### src/rtl/i2cs_pkg.sv
package i2cs_pkg;
  localparam int unsigned BYTE_W = 8;

  typedef enum logic [2:0] {
    ST_IDLE,
    ST_DEV,
    ST_AHI,
    ST_ALO,
    ST_WDAT,
    ST_RDAT
  } i2cs_state_e;
endpackage

### src/rtl/i2cs_bus_sampler.sv
module i2cs_bus_sampler #(
  parameter int unsigned SYNC_STAGES = 2
) (
  input  logic clk,
  input  logic rst_n,
  input  logic scl_i,
  input  logic sda_i,
  output logic scl_hi_o,
  output logic sda_hi_o,
  output logic scl_rise_o,
  output logic scl_fall_o,
  output logic start_o,
  output logic stop_o
);
  localparam int unsigned LAST = SYNC_STAGES - 1;

  logic [LAST:0] scl_ff, sda_ff;
  logic          scl_d, sda_d;

  // synchronizer chains plus one history stage for edge detection
  always_ff @(posedge clk or negedge rst_n) begin
    if (!rst_n) begin
      scl_ff <= '1;
      sda_ff <= '1;
      scl_d  <= 1'b1;
      sda_d  <= 1'b1;
    end else begin
      scl_ff <= {scl_ff[LAST-1:0], scl_i};
      sda_ff <= {sda_ff[LAST-1:0], sda_i};
      scl_d  <= scl_ff[LAST];
      sda_d  <= sda_ff[LAST];
    end
  end

  assign scl_hi_o   = scl_ff[LAST];
  assign sda_hi_o   = sda_ff[LAST];
  assign scl_rise_o = scl_ff[LAST] & ~scl_d;
  assign scl_fall_o = ~scl_ff[LAST] & scl_d;
  assign start_o    = scl_ff[LAST] & scl_d & sda_d & ~sda_ff[LAST];
  assign stop_o     = scl_ff[LAST] & scl_d & ~sda_d & sda_ff[LAST];
endmodule

### src/rtl/i2cs_addr_ctr.sv
module i2cs_addr_ctr #(
  parameter int unsigned ADDR_W = 16
) (
  input  logic              clk,
  input  logic              rst_n,
  input  logic              load_i,
  input  logic [ADDR_W-1:0] load_val_i,
  input  logic              inc_i,
  output logic [ADDR_W-1:0] q_o
);
  always_ff @(posedge clk or negedge rst_n) begin
    if (!rst_n)      q_o <= '0;
    else if (load_i) q_o <= load_val_i;
    else if (inc_i)  q_o <= q_o + 1'b1;
  end


  ctr_step_chk: assert property (@(posedge clk) disable iff (!rst_n)
    (inc_i && !load_i) |=> (q_o == ADDR_W'($past(q_o) + 1'b1)));
endmodule

### src/rtl/i2cs_byte_shift.sv
module i2cs_byte_shift
  import i2cs_pkg::*;
(
  input  logic              clk,
  input  logic              rst_n,
  input  logic              shift_i,
  input  logic              sin_i,
  input  logic              load_i,
  input  logic [BYTE_W-1:0] load_val_i,
  output logic [BYTE_W-1:0] q_o
);
  always_ff @(posedge clk or negedge rst_n) begin
    if (!rst_n)       q_o <= '0;
    else if (load_i)  q_o <= load_val_i;
    else if (shift_i) q_o <= {q_o[BYTE_W-2:0], sin_i};
  end
endmodule

### src/rtl/i2c_eeprom_slave.sv
module i2c_eeprom_slave
  import i2cs_pkg::*;
#(
  parameter int unsigned ADDR_W      = 16,
  parameter int unsigned CE_W        = 3,
  parameter int unsigned SYNC_STAGES = 2,
  parameter logic [3:0]  DEV_ID      = 4'b1010
) (
  input  logic              clk,
  input  logic              rst_n,
  input  logic              scl_i,
  input  logic              sda_i,
  output logic              sda_oe_o,
  input  logic [CE_W-1:0]   chip_sel_i,
  input  logic              wr_busy_i,
  output logic [ADDR_W-1:0] mem_rd_addr_o,
  input  logic [BYTE_W-1:0] mem_rd_data_i,
  output logic              mem_wr_en_o,
  output logic [ADDR_W-1:0] mem_wr_addr_o,
  output logic [BYTE_W-1:0] mem_wr_data_o
);
  localparam int unsigned AHI_W = ADDR_W - BYTE_W;
  localparam logic [3:0]  ACK_SLOT = 4'd8;
  localparam logic [3:0]  END_SLOT = 4'd9;

  // reset: asserted asynchronously, released on the clock
  logic [1:0] rst_pipe;
  logic       rst_core_n;
  always_ff @(posedge clk or negedge rst_n) begin
    if (!rst_n) rst_pipe <= '0;
    else        rst_pipe <= {rst_pipe[0], 1'b1};
  end
  assign rst_core_n = rst_pipe[1];

  logic scl_hi, sda_hi, scl_rise, scl_fall, ev_start, ev_stop;
  i2cs_bus_sampler #(.SYNC_STAGES(SYNC_STAGES)) u_samp (
    .clk(clk), .rst_n(rst_core_n), .scl_i(scl_i), .sda_i(sda_i),
    .scl_hi_o(scl_hi), .sda_hi_o(sda_hi), .scl_rise_o(scl_rise),
    .scl_fall_o(scl_fall), .start_o(ev_start), .stop_o(ev_stop));

  i2cs_state_e       st_q, st_d;
  logic [3:0]        bcnt_q, bcnt_d;
  logic              oe_q, oe_d, rw_q, rw_d, mack_q, mack_d;
  logic [AHI_W-1:0]  ahi_q, ahi_d;
  logic              wr_en_d;
  logic              sh_shift, sh_load, ctr_load, ctr_inc;
  logic [BYTE_W-1:0] sh_q;
  logic [ADDR_W-1:0] ctr_q;
  logic              dev_match;

  i2cs_byte_shift u_shift (
    .clk(clk), .rst_n(rst_core_n), .shift_i(sh_shift), .sin_i(sda_hi),
    .load_i(sh_load), .load_val_i(mem_rd_data_i), .q_o(sh_q));

  i2cs_addr_ctr #(.ADDR_W(ADDR_W)) u_ctr (
    .clk(clk), .rst_n(rst_core_n), .load_i(ctr_load),
    .load_val_i({ahi_q, sh_q}), .inc_i(ctr_inc), .q_o(ctr_q));

  assign dev_match = (sh_q[7:4] == DEV_ID) && (sh_q[3:1] == chip_sel_i) && !wr_busy_i;

  // next-state logic
  always_comb begin
    st_d     = st_q;
    bcnt_d   = bcnt_q;
    oe_d     = oe_q;
    rw_d     = rw_q;
    mack_d   = mack_q;
    ahi_d    = ahi_q;
    wr_en_d  = 1'b0;
    sh_shift = 1'b0;
    sh_load  = 1'b0;
    ctr_load = 1'b0;
    ctr_inc  = 1'b0;
    if (ev_start) begin
      st_d   = ST_DEV;
      bcnt_d = '0;
      oe_d   = 1'b0;
    end else if (ev_stop) begin
      st_d   = ST_IDLE;
      bcnt_d = '0;
      oe_d   = 1'b0;
    end else if (st_q == ST_RDAT) begin
      if (scl_rise && bcnt_q < END_SLOT) begin
        bcnt_d = bcnt_q + 4'd1;
        if (bcnt_q == ACK_SLOT) mack_d = ~sda_hi;
      end
      if (scl_fall) begin
        if (bcnt_q != '0 && bcnt_q < ACK_SLOT) begin
          sh_shift = 1'b1;
          oe_d     = ~sh_q[6];
        end else if (bcnt_q == ACK_SLOT) begin
          oe_d    = 1'b0;
          ctr_inc = 1'b1;
        end else if (bcnt_q == END_SLOT) begin
          bcnt_d = '0;
          if (mack_q) begin
            sh_load = 1'b1;
            oe_d    = ~mem_rd_data_i[7];
          end else begin
            st_d = ST_IDLE;
          end
        end
      end
    end else if (st_q != ST_IDLE) begin
      if (scl_rise && bcnt_q < END_SLOT) begin
        bcnt_d   = bcnt_q + 4'd1;
        sh_shift = (bcnt_q < ACK_SLOT);
      end
      if (scl_fall && bcnt_q == ACK_SLOT) begin
        oe_d = 1'b1;
        unique case (st_q)
          ST_DEV: begin
            oe_d = dev_match;
            rw_d = sh_q[0];
            if (!dev_match) st_d = ST_IDLE;
          end
          ST_AHI:  ahi_d = sh_q[AHI_W-1:0];
          ST_ALO:  ctr_load = 1'b1;
          ST_WDAT: begin
            wr_en_d = 1'b1;
            ctr_inc = 1'b1;
          end
          default: oe_d = 1'b0;
        endcase
      end else if (scl_fall && bcnt_q == END_SLOT) begin
        oe_d   = 1'b0;
        bcnt_d = '0;
        unique case (st_q)
          ST_DEV: begin
            if (rw_q) begin
              st_d    = ST_RDAT;
              sh_load = 1'b1;
              oe_d    = ~mem_rd_data_i[7];
            end else begin
              st_d = ST_AHI;
            end
          end
          ST_AHI:  st_d = ST_ALO;
          ST_ALO:  st_d = ST_WDAT;
          default: st_d = st_q;
        endcase
      end
    end
  end

  // state registers
  always_ff @(posedge clk or negedge rst_core_n) begin
    if (!rst_core_n) begin
      st_q          <= ST_IDLE;
      bcnt_q        <= '0;
      oe_q          <= 1'b0;
      rw_q          <= 1'b0;
      mack_q        <= 1'b0;
      ahi_q         <= '0;
      mem_wr_en_o   <= 1'b0;
      mem_wr_addr_o <= '0;
      mem_wr_data_o <= '0;
    end else begin
      st_q        <= st_d;
      bcnt_q      <= bcnt_d;
      oe_q        <= oe_d;
      rw_q        <= rw_d;
      mack_q      <= mack_d;
      ahi_q       <= ahi_d;
      mem_wr_en_o <= wr_en_d;
      if (wr_en_d) begin
        mem_wr_addr_o <= ctr_q;
        mem_wr_data_o <= sh_q;
      end
    end
  end

  assign sda_oe_o      = oe_q;
  assign mem_rd_addr_o = ctr_q;


  sda_stable_hi_chk: assert property (@(posedge clk) disable iff (!rst_core_n)
    (scl_hi && $past(scl_hi)) |-> $stable(oe_q));


  ack_needs_match_chk: assert property (@(posedge clk) disable iff (!rst_core_n)
    (st_q == ST_DEV && $rose(oe_q)) |->
      ($past(sh_q[7:4]) == DEV_ID && $past(sh_q[3:1]) == $past(chip_sel_i)));


  busy_noack_chk: assert property (@(posedge clk) disable iff (!rst_core_n)
    (st_q == ST_DEV && $rose(oe_q)) |-> !$past(wr_busy_i));


  idle_quiet_chk: assert property (@(posedge clk) disable iff (!rst_core_n)
    (st_q == ST_IDLE) |-> !oe_q);


  wr_single_chk: assert property (@(posedge clk) disable iff (!rst_core_n)
    mem_wr_en_o |=> !mem_wr_en_o);
endmodule

### config.mk
export PLATFORM = sky130hd
export DESIGN_NAME = i2c_eeprom_slave
export DESIGN_NICKNAME = d
export VERILOG_FILES = /design/src/rtl/i2cs_pkg.sv /design/src/rtl/i2cs_bus_sampler.sv /design/src/rtl/i2cs_addr_ctr.sv /design/src/rtl/i2cs_byte_shift.sv /design/src/rtl/i2c_eeprom_slave.sv
export SDC_FILE = /design/constraint.sdc
export NUM_CORES = 1
export LEC_CHECK = 0
export BUFFER_PORTS_ARGS = -buffer_cell sky130_fd_sc_hd__clkbuf_2
export CORE_UTILIZATION = 40
export CTS_CLUSTER_SIZE = 25
export DETAILED_ROUTE_END_ITERATION = 7
export GPL_TIMING_DRIVEN = 0
export SLEW_MARGIN = 40
export SYNTH_ARGS = -nofsm -noshare
export SYNTH_HDL_FRONTEND = slang
export SYNTH_SLANG_ARGS = --single-unit
### constraint.sdc
create_clock -name clk -period 2.3 [get_ports clk]
set_input_delay 0.46 -clock clk [delete_from_list [all_inputs] [get_ports clk]]
set_output_delay 0.46 -clock clk [all_outputs]
set_load 0.005 [all_outputs]
# Word-level counts from Yosys, hierarchy flattened
# Cells that the tools add are included.
# op_classes
addsub	2
magnitude_cmp	2
eq_ne	18
mux	82
bitwise_logic	16
n_reduce_logical	20
# ops
op	count
$mux W1	51
$mux W4	11
$mux W3	14
$mux W16	2
$add A16 B1 Y16 const B	1
$mux W8	2
$ne A4 B4 Y1 const B	4
$eq A4 B4 Y1 const B	3
$reduce_and A6 Y1	2
$reduce_and A10 Y1	1
$reduce_and A5 Y1	2
$not A1 Y1	9
$pmux W3 S3	1
$lt A4 B4 Y1 const B	2
$reduce_bool A4 Y1	2
$and A1 B1 Y1	7
$eq A3 B2 Y1 const B	2
$eq A3 B3 Y1 const B	2
$logic_and A1 B1 Y1	6
$ne A6 B3 Y1 const B	1
$ne A6 B4 Y1 const B	1
$reduce_bool A6 Y1	1
$ne A5 B4 Y1 const B	1
$ne A5 B5 Y1 const B	1
other kinds (10)	11
# word_totals
register_bits	75
wordCells	156

# Logic depth before layout (Yosys ltp)
# Gate-level depths: netlist (run 1).
# depth
ltp_word	11
depth_mapped	9

# By module
# From an unflattened synthesis (run 1), not the netlist that was laid out.
# hier_totals
hier_cells	335
hier_area_um2	3853.7
# by_module_without_submodules
module	instances	cells_each	area_per_inst_um2	seq_area_each_um2
i2c_eeprom_slave	1	198	2401.1	1126.1
i2cs_addr_ctr	1	93	889.6	400.4
i2cs_byte_shift	1	34	372.9	200.2
i2cs_bus_sampler	1	10	190.2	157.7

# Worst setup path before layout (run 1)
# Ideal clock, no wire load.
# synth_timing
kind	reg-to-reg
startpoint	register bcnt_q[0]
endpoint	register st_q[2]
setup_time_ps	104
arrival_time_ps	1922
slack_ps	274
stages_incl_launch_ff	9
path_cell_list	dfrtp_1 inv_1 ha_1 and3b_1 buf_2 nor4b_4 a2111oi_2 or2_1 o41ai_2
# synth_between
elab_chain_len	7
elab_cells_between_ends	19
classes_between	order compare (1); eq/ne (7); mux (5); reduce/logical (6)
# synth_lines
element	line	source
start: declaration	i2c_eeprom_slave.sv:42	logic [3:0] bcnt_q, bcnt_d;
start signal: assignment	i2c_eeprom_slave.sv:160	bcnt_q <= bcnt_d;
parallel branches: the longest is 7 deep, another holds $lt A4 B4 Y1	-	
end signal: assignment	i2c_eeprom_slave.sv:159	st_q <= st_d;
end: declaration	i2c_eeprom_slave.sv:41	i2cs_state_e st_q, st_d;
# Several ways; the timed one is not identified. The select of a mux whose other input is x is not followed.
# A chain may end at the register's enable or synchronous reset.

# Final worst setup path (run 1)
# layout_timing
startpoint	register bcnt_q[1]
endpoint	register mem_wr_data_o[4]
# layout_between
elab_chain_len	7
# layout_lines
element	line	source
$eq A4 B4 Y1	i2c_eeprom_slave.sv:109	if (scl_fall && bcnt_q == ACK_SLOT) begin
$logic_and A1 B1 Y1	i2c_eeprom_slave.sv:109	
$mux W1	i2c_eeprom_slave.sv:109	
$mux W1	i2c_eeprom_slave.sv:104	end else if (st_q != ST_IDLE) begin
$mux W1	i2c_eeprom_slave.sv:82	end else if (st_q == ST_RDAT) begin
$mux W1	i2c_eeprom_slave.sv:78	end else if (ev_stop) begin
$mux W1	i2c_eeprom_slave.sv:74	if (ev_start) begin
end signal: assignment	i2c_eeprom_slave.sv:168	mem_wr_data_o <= sh_q;
end: declaration	i2c_eeprom_slave.sv:20	output logic [BYTE_W-1:0] mem_wr_data_o
# Every way passes these cells.

==> run metrics, run 1 <==
Routed WL=between 8 and 9 mm; initial antenna violation count=0; worst r2r src=bcnt_q[1]$_DFFE_PN0N_; Core Util, Final=~50%; hold path depth=1; Int Pwr=2.88 mW; RSZ-0062 raised after global routing=true; number of diodes=0; antenna viol nets, final=0; Overflow after GRT=0; CTS max path bufs=2; Max Fclk=around 450 MHz; register bit count reported by yosys=75; Cell variety after synth=60; Slew HR=a little over half; Final Critical Period=between 2 and 2.5 ns; register area=0.00189 sq mm; number of synthesized flops with an enable pin=0; I/O Buffers=between 50 and 60; Chip Width=between 90 and 100 microns; latest clock arrival within the worst-skew pair=0.35 ns; synthesized area=between 0.003 and 0.004 sq mm; placer's final routability congestion estimate=between 0.8 and 0.9; Site Rows=34; DRC Markers=0; min-delay worst type=input pin to register; P_leak=roughly 2.1 nW; worst reg2reg path endpoint=mem_wr_data_o[4]$_DFFE_PN0P_; syn nets=roughly 360; Comb power frac=between 30% and 40%; Synth Instances=around 340; NetSw=1.71 mW; Layout area overhead=19.9%; Max Cap Viol=0; CTS tree=yes; clk slew on worst S/H paths=0.08 ns; Syn Area/Cell=11.0 sq um; pin count of the biggest net entering global routing=27; register share of total power=~44%; vias in the first global route=around 2800; filler cell count=830; Synth async-reset ratio=100%; crit end category=register; area leader, netlist=dfrtp_1; crit path max fanout=10; CP Capture Point=mem_wr_data_o[4]$_DFFE_PN0P_; CTS buffer count=9; drt via density=between 5 and 6; gr usage total=about a fifth; pwr dens=between 1000 and 1500 mW/mm^2; Clock Sinks=75; hold_ws=around 0.18 ns; Worst R2R Setup Slack=just over 0.09 ns; sw frac=between 30% and 40%; Worst Path Required=2.53 ns; Synth top area share=between 40 and 50%; die area=0.00973 sq mm; starting density of the core=between 40 and 50%; first-pass detailed-route iteration total=4; critical path arrival=around 2.4 ns; Net count, final=between 400 and 500; I/O pins=58; post-DR wirelength/cell=roughly 16 microns; layout cells sized above 1=a little over a quarter; Seq/Total Area, Yosys=50.5%; CP startpoint kind=register; H-tree levels=3; multi-input logic area=around 0.0018 sq mm; Setup-failing EPs final=0; Clock Power Share=around a quarter; chip height=approximately 99 microns; Via Count=approximately 2900; top_reg_cell synth=dfrtp_1; core area=approximately 0.0089 sq mm; critical path startpoint=bcnt_q[1]$_DFFE_PN0N_; global-route wire length before repair=14.2 mm; final hold vios=0; setup TNS=0 ns; Synth warnings=0; final worst path period share=a little over nine tenths; ranking of synthesized cells by area=dfrtp_1 (46%), mux2_1 (10%), dfstp_2 (4.2%), nand2_1 (3.4%), xnor2_1 (2.8%); Clock Tree Root=clkbuf_8; critical path class=register to register; detailed placement HPWL=6.31 mm; run status=finished, final reports clean; drt first-iter violations=approximately 140; clk_skew=0.00787 ns; Worst VDD drop=about 0.00044 V; Reg2Reg Depth=8; Least-Margin Pin Slew=0.670 ns; Final Max Slew Viols=0
cells in the mapped netlist, types with 2 or more instances:
cell / count
dfrtp_1: 69
mux2_1: 34
nand2_1: 34
nor2_1: 16
o21ai_1: 16
nor3_1: 13
nand3_1: 12
xnor2_1: 12
inv_1: 10
a21oi_1: 8
buf_2: 7
a221o_1: 6
dfstp_2: 6
nand4_1: 6
o211a_1: 6
nor4_1: 5
and3_1: 4
ha_1: 4
mux2i_1: 4
nor2b_1: 4
o21ai_0: 4
xor2_1: 4
buf_1: 3
buf_4: 3
a211oi_1: 2
a2bb2oi_1: 2
a31oi_1: 2
clkbuf_1: 2
mux2_2: 2
nand2b_1: 2
nand4bb_1: 2
o211ai_1: 2
o221ai_1: 2
o22ai_1: 2
o31ai_1: 2
or3_1: 2
layer usage:
layer	vias up	share of wire, %	GRT usage, %
li1	1377	-	-
met1	1408	47	25.8
met2	91	46	29.5
met3	16	5.3	3.40
met4	0	2.2	8.15
met5	-	0	0
repair_timing:
| action | in CTS | in global routing |
|---|---|---|
| setup endpoints to repair | 20 | 58 |
| gates cloned | 0 | 0 |
| resized for setup | 1 | 5 |
| pin swaps | 1 | 4 |
| setup buffers | 2 | 2 |
| hold buffers | 1 | 0 |
| endpoints found under the hold margin | 2 | 0 |
critical path: stages (launching register included):
cell      delay, ns
dfrtp_1        0.40
inv_1          0.11
ha_2           0.26
nand3b_1       0.20
nor2_2         0.19
nand2_1        0.17
nor2_4         0.19
buf_4          0.22
mux2_1         0.34
power groups by stage:
stage               clock network, mW  logic, mW  registers, mW
finish                           1.12       1.48           2.00
global route                     1.20       1.63           2.06
detailed placement                  0       1.43           2.03
floorplan                           0       1.02           1.91
global placement                    0       1.39           2.04
CTS                              1.14       1.46           2.00
cell usage in the layout (no fill, tap or decap), types with 3 or more instances in the layout:
cell / instances
buf_2: 7
nand2_1: 33
buf_1: 3
xor2_1: 4
ha_1: 3
nand4_1: 6
mux2i_1: 4
dfstp_2: 6
mux2_1: 34
dfrtp_1: 68
clkbuf_1: 3
clkbuf_2: 57
buf_4: 7
nand3_1: 11
and3_1: 4
o21ai_1: 16
xnor2_1: 12
nor4_1: 5
nor3_1: 13
a221o_1: 6
a21oi_1: 8
clkbuf_8: 9
o211a_1: 6
nor2_1: 14
o21ai_0: 4
nor2b_1: 4
inv_1: 10
flip-flops by register name (all words and copies together), names as in the netlist:
signal / count
mem_wr_en_o: 1
ahi_q: 8
u_ctr.q_o: 16
u_samp.sda_ff: 2
sda_oe_o: 1
rw_q: 1
u_samp.scl_d: 1
u_samp.sda_d: 1
rst_pipe: 2
mem_wr_addr_o: 16
bcnt_q: 4
st_q: 3
mem_wr_data_o: 8
mack_q: 1
u_shift.q_o: 8
u_samp.scl_ff: 2
stage by stage:
| step | area (sq um) | setup slack [ns] | instances | total power [mW] |
|---|---|---|---|---|
| after floorplan | 3730 | 0.0672 | 338 | 2.93 |
| after global placement | 4160 | -0.821 | 503 | 3.42 |
| after detailed placement | 4200 | -0.0917 | 505 | 3.46 |
| after CTS | 4440 | 0.00870 | 524 | 4.60 |
| after global routing | 4480 | -0.0444 | 526 | 4.89 |
| final | 4480 | 0.0907 | 526 | 4.59 |
final cells by class:
type / instances / share of cell area (%)
flip-flops and latches: 75 / 42.2
multi-input cells: 238 / 39.3
repair buffers: 64 / 8.16
well taps: 108 / 3.02
clock buffers: 10 / 2.85
clock inverters: 6 / 1.98
plain buffers: 15 / 1.70
inverters: 10 / 0.838
logic make-up after synthesis:
logic type      count (synthesis)  share of synthesized area (%)
mux                            40                           11.9
simple gates                  114                           16.9
buf+inv                        25                           3.05
other cells                     1                          0.100
compound gates                 63                           12.5
fa+ha+maj                       4                           1.34
xor+xnor                       16                           3.75
flops                          75                           50.5
worst min-delay path by stage:
stage	slack, ns	startpoint	end
after global routing	0.17	scl_i	u_samp.scl_ff[0]$_DFF_PN1_
after floorplan	0.16	rst_n	rst_pipe[0]$_DFF_PN0_
after CTS	0.17	scl_i	u_samp.scl_ff[0]$_DFF_PN1_
final	0.18	scl_i	u_samp.scl_ff[0]$_DFF_PN1_
after detailed placement	0.25	rst_n	rst_pipe[1]$_DFF_PN0_
after global placement	0.25	rst_n	rst_pipe[1]$_DFF_PN0_
No activity file was read; power rests on OpenSTA's default activity.
==> run 2, diff against run 1 <==
CTS_BUF_LIST = sky130_fd_sc_hd__clkbuf_2 sky130_fd_sc_hd__clkbuf_4 sky130_fd_sc_hd__clkbuf_8   (was not set)
MAX_ROUTING_LAYER = met4   (was not set)
==> run 2 against run 1 <==
Net effect: global-route usage hardly changed; critical path depth did not move; via count is 0.24% higher; total power fell by 4.4%; setup slack gained 0.051 ns; sequential power barely moved; fmax increased by 2.4%; die area is the same; hold slack better by 0.021 ns; non-clock buffer count decreased by 3; critical endpoint is now st_q[2]$_DFFE_PN0P_; largest cell class unchanged; highest routed layer unchanged.
==> run metrics, run 2 (same netlist as run 1, synthesis figures left out) <==
global-route wire length before repair=13.8 mm (-2.7%); CTS max path bufs=2 (unchanged); Clock Sinks=75 (unchanged); clk slew on worst S/H paths=0.07 ns (about the same); detailed placement HPWL=6.17 mm (-2.3%); hold path depth=1 (unchanged); number of diodes=0 (unchanged); most frequent cells in the layout=dfrtp_1 (68), clkbuf_2 (57), mux2_1 (34), nand2_1 (32), o21ai_1 (16); antenna viol nets, final=0 (unchanged); Layout area overhead=18.6%; CTS tree=yes; crit end category=register; Final Instance Area=0.00443 sq mm (-1.1%); core area=0.00889 sq mm (unchanged); Least-Margin Pin Slew=0.608 ns (-0.0625 ns); Int Pwr=2.72 mW (-5.5%); Max Cap Viol=0 (unchanged); final worst path period share=93.8% (-2.2 points); clk_skew=0.0113 ns (+0.00344 ns); layout cells sized above 1=26.7% (-0.047 points); Site Rows=34 (unchanged); Placement Setup Slack=-0.0930 ns (-0.00128 ns); CTS buffer count=9 (unchanged); Design Power=4.38 mW (-4.4%); critical path arrival=2.40 ns (-0.04 ns); pwr dens=990 mW/mm^2 (-3.4%); Clock Power Share=20.6% (-3.7 points); min-delay worst type=input pin to register; Chip Width=98.6 microns (unchanged); register share of total power=45.7% (+2.2 points); final hold vios=0 (unchanged); critical path class=register to register; Worst Path Required=2.54 ns (about the same); pin count of the biggest net entering global routing=42 (+56%); Overflow after GRT=0 (unchanged); Net count, final=430 (-0.69%); Slew HR=59.2% (+4.2 points); Routed WL=8.47 mm (-0.66%); Via Count=2899 (+0.24%); drt via density=5.54 (+0.82%); Setup-failing EPs final=0 (unchanged); Max Fclk=463 MHz (+2.4%); P_leak=2.11 nW (-1.0%); latest clock arrival within the worst-skew pair=0.34 ns (about the same); Final Critical Period=2.16 ns (-0.0515 ns); biggest regs=mem_wr_addr_o x16, u_ctr.q_o x16; Clock Tree Root=clkbuf_8; H-tree levels=3 (unchanged); Post-DP Area=0.00418 sq mm (-0.48%); Reg2Reg Depth=8 (unchanged); NetSw=1.66 mW (-2.6%); die area=0.00973 sq mm (unchanged); CP startpoint kind=register; vias in the first global route=2824 (+1.5%); I/O Buffers=57 (unchanged); Worst R2R Setup Slack=0.14 ns (+0.05 ns); RSZ-0062 raised after global routing=false; DRC Markers=0 (unchanged); I/O pins=58 (unchanged); initial antenna violation count=0 (unchanged); first-pass detailed-route iteration total=4 (unchanged); Worst VDD drop=0.000562 V (+27%); sw frac=37.9% (+0.71 points); starting density of the core=42.0% (unchanged); gr usage total=18.9% (+0.023 points); commonest non-fill, non-tap cell in the layout=dfrtp_1; drt first-iter violations=125 (-8.8%); Comb power frac=33.7% (+1.5 points); Worst Slack Setup Final=0.142 ns (+0.0515 ns); chip height=98.6 microns (unchanged); post-DR wirelength/cell=16.2 microns (about the same); placer's final routability congestion estimate=0.902 (+3.3%); Final Max Slew Viols=0 (unchanged); crit path max fanout=7 (-3); run status=finished, final reports clean
## run 2: path summary, 6_finish.rpt
| check | start | endpoint |
|---|---|---|
| worst min register to register | rst_pipe[1]$_DFF_PN0_ | ahi_q[3]$_DFFE_PN0P_ |
| worst max-delay path | bcnt_q[0]$_DFFE_PN0N_ | st_q[2]$_DFFE_PN0P_ |
| max in group asynchronous | rst_pipe[1]$_DFF_PN0_ | u_samp.sda_d$_DFF_PN1_ |
| min in group asynchronous | rst_pipe[1]$_DFF_PN0_ | ahi_q[3]$_DFFE_PN0P_ |
| worst max register to register | bcnt_q[0]$_DFFE_PN0N_ | st_q[2]$_DFFE_PN0P_ |
| worst min-delay path | scl_i | u_samp.scl_ff[0]$_DFF_PN1_ |
## run 2: layout make-up
| type | instances | area [sq um] |
|---|---|---|
| timing repair buffer | 61 | 330 |
| fill | 806 | 4460 |
| buffer | 15 | 88.8 |
| sequential | 75 | 1890 |
| clock buffer | 14 | 161 |
| multi-input combinational | 238 | 1770 |
| clock inverter | 2 | 13.8 |
| tap | 108 | 135 |
| inverter | 10 | 37.5 |
## run 2: critical path: stages (launching register included)
cell and delay, ns:
dfrtp_1 0.43, inv_1 0.07, ha_2 0.23, and3b_1 0.17
buf_2 0.17, nor4b_4 0.30, a2111oi_2 0.10, or2_1 0.28
o41ai_2 0.31
## run 2: power groups by stage
| stage | Combinational, mW | Clock, mW | Sequential [mW] |
|---|---|---|---|
| floorplan | 1.02 | 0 | 1.91 |
| global placement | 1.39 | 0 | 2.03 |
| detailed placement | 1.42 | 0 | 2.03 |
| CTS | 1.44 | 0.939 | 2.01 |
| global route | 1.64 | 0.986 | 2.06 |
| finish | 1.48 | 0.902 | 2.00 |
## run 2: routing by layer
| metal | track usage, % | up-vias | wire, microns |
|---|---|---|---|
| met2 | 28.6 | 94 | 3870 |
| met1 | 24.9 | 1420 | 4060 |
| met5 | - | - | 0 |
| met4 | 7.12 | 0 | 182 |
| met3 | 4.18 | 18 | 353 |
| li1 | - | 1367 | - |
## run 2: repair_timing
action,in CTS,in global routing
setup buffers,1,1
endpoints found under the hold margin,2,0
pin swaps,1,3
hold buffers,1,0
gates resized for setup,2,10
setup endpoints to repair,20,54
## run 2: stage by stage
stage | utilization, % | setup TNS (ns) | instances | hold WS, ns
global route | 49.8 | 0 | 523 | 0.180
global placement | 46.7 | -53.83 | 503 | 0.246
CTS | 49.2 | 0 | 522 | 0.181
detailed placement | 47.0 | -1.61 | 504 | 0.249
finish | 49.8 | 0 | 523 | 0.200
floorplan | - | 0 | 338 | 0.164
==> run 3, diff against run 2 <==
CORE_ASPECT_RATIO = 1.4   (was not set)
==> run 3 against run 2 <==
Net effect: clock-buffer cell count down 3; highest routed layer unchanged; flip-flop and latch count unchanged; register-to-register slack worse by 0.03 ns; critical path depth unchanged; combinational power about the same; clock skew down 0.0015 ns; global-route usage up 0.50 points.
==> run metrics, run 3 (same netlist as run 1, synthesis figures left out) <==
Max Fclk=458 MHz (-1.3%); met2 wire len=4.43 mm (+14%); final worst path period share=95.0% (+1.2 points); antenna viol nets, final=0 (unchanged); critical path class=register to register; Design Power=4.38 mW (-0.19%); Clock Sinks=75 (unchanged); placer's final routability congestion estimate=0.852 (-5.6%); Worst Path Required=2.56 ns (+0.02 ns); commonest non-fill, non-tap cell in the layout=dfrtp_1; Setup-failing EPs final=0 (unchanged); layout cells sized above 1=26.9% (+0.18 points); chip height=116 microns (+18%); I/O Buffers=57 (unchanged); drt via density=5.41 (-2.3%); run status=finished, final reports clean; die area=0.00973 sq mm (about the same); number of diodes=0 (unchanged); Critical-path top delay cell=nor4_1; clk_skew=0.00979 ns (-0.00152 ns); wl on met1=3.70 mm (-9.0%); gr usage total=19.4% (+0.50 points); first-pass detailed-route iteration total=4 (unchanged); CP startpoint kind=register; Net count, final=432 (+0.47%); DRC Markers=0 (unchanged); final hold vios=0 (unchanged); Worst VDD drop=0.000567 V (+0.91%); Max Cap Viol=0 (unchanged); CP peak stage delay=0.44 ns (about the same); vias in the first global route=2793 (-1.1%); crit path max fanout=7 (unchanged); most frequent cells in the layout=dfrtp_1 (67), clkbuf_2 (57), mux2_1 (34), nand2_1 (32), o21ai_1 (16); Layout area overhead=18.1%; Clock Tree Root=clkbuf_8; Slew HR=58.5% (-0.63 points); I/O pins=58 (unchanged); Non-Filler Instances=523 (unchanged); post-DR wirelength/cell=16.4 microns (+1.4%); pwr dens=992 mW/mm^2 (+0.23%); Final Instance Area=0.00441 sq mm (-0.42%); CTS buffer count=9 (unchanged); crit end category=register; hold_ws=0.169 ns (-0.0307 ns); RSZ-0062 raised after global routing=true; starting density of the core=41.4% (-0.64 points); Chip Width=83.7 microns (-15%); Worst R2R Setup Slack=0.11 ns (-0.03 ns); detailed placement HPWL=6.23 mm (+1.0%); core area=0.00903 sq mm (+1.5%); placed insts=503 (-0.20%); Site Rows=41 (+21%); Routed WL=8.58 mm (+1.4%); Overflow after GRT=0 (unchanged); clk slew on worst S/H paths=0.08 ns (about the same); P_leak=2.11 nW (about the same); Final Critical Period=2.19 ns (+0.0278 ns); global-route wire length before repair=14.0 mm (+0.95%); initial antenna violation count=0 (unchanged); Top Layer Used=met4; Cell Chain, Critical Path=inv_1 -> ha_2 -> and3b_1 -> buf_2 -> nand4_1 -> nor4_1 -> xnor2_1 -> o21ai_1; Post-DP Area=0.00418 sq mm (about the same); CTS max path bufs=2 (unchanged); Via Count=2832 (-2.3%); biggest regs=mem_wr_addr_o x16, u_ctr.q_o x16; DR WL met3=265 microns (-25%); Final Max Slew Viols=0 (unchanged); min-delay worst type=input pin to register; Least-Margin Pin Slew=0.617 ns (+0.00932 ns); critical path arrival=2.44 ns (+0.04 ns); CTS tree=yes; H-tree levels=3 (unchanged); pin count of the biggest net entering global routing=39 (-7.1%); drt first-iter violations=121 (-3.2%); latest clock arrival within the worst-skew pair=0.37 ns (+0.03 ns)
run 3: cell types whose count changed in the layout (fill, tap and decap cells not counted), sizes merged:
cell / previous run / this run
inv: 10 / 11
clkinvlp: 0 / 1
clkbuf: 75 / 70
buf: 14 / 18
run 3: metrics by stage:
step	setup TNS (ns)	utilization (%)	worst slack (ns)
2_1_floorplan	0	-	0.0672
3_3_place_gp	-58.73	46.0	-0.835
3_5_place_dp	-2.56	46.3	-0.149
4_1_cts	-0.161	48.4	-0.0251
5_1_grt	-0.00256	48.8	-0.00256
6_report	0	48.8	0.114
run 3: power breakdown:
part | switching, mW | internal [mW]
combinational | 0.784 | 0.663
sequential | 0.401 | 1.59
clock | 0.507 | 0.427
total | 1.69 | 2.68
run 3: final timing paths:
path	from	endpoint	cells past startpoint
min in group asynchronous	rst_pipe[1]$_DFF_PN0_	bcnt_q[1]$_DFFE_PN0N_	0
worst max-delay path	bcnt_q[1]$_DFFE_PN0N_	u_ctr.q_o[15]$_DFFE_PN0P_	8
worst max register to register	bcnt_q[1]$_DFFE_PN0N_	u_ctr.q_o[15]$_DFFE_PN0P_	8
worst min-delay path	sda_i	u_samp.sda_ff[0]$_DFF_PN1_	1
max in group asynchronous	rst_pipe[1]$_DFF_PN0_	mem_wr_addr_o[5]$_DFFE_PN0P_	1
worst min register to register	rst_pipe[1]$_DFF_PN0_	bcnt_q[1]$_DFFE_PN0N_	0
run 3: cell type report:
cell class	instances	area (sq um)
plain buffers	15	76.3
inverters	10	37.5
clock inverters	4	26.3
multi-input cells	238	1760
clock buffers	11	145
flip-flops and latches	75	1890
repair buffers	63	345
fillers	849	4620
well taps	107	134
run 3: worst max-delay path: cells and delay by family (launching register included):
kind            cells  cell delay (ns)
compound gates      1             0.07
xor+xnor            1             0.17
fa+ha+maj           1             0.26
buf+inv             2             0.31
flops               1             0.40
simple gates        3             0.86
run 3: repair_timing:
item	4_1_cts	5_1_grt
pin swaps	1	3
hold buffers	1	0
hold endpoints to repair	2	0
setup buffers	1	3
resized for setup	2	5
endpoints found under the setup margin	24	59
run 3: metal layers:
layer  GRT usage [%]  vias to the layer above
met2            33.0                       74
met5               -                        -
met3            2.76                       14
met1            22.1                     1373
li1                -                     1371
met4            10.8                        0
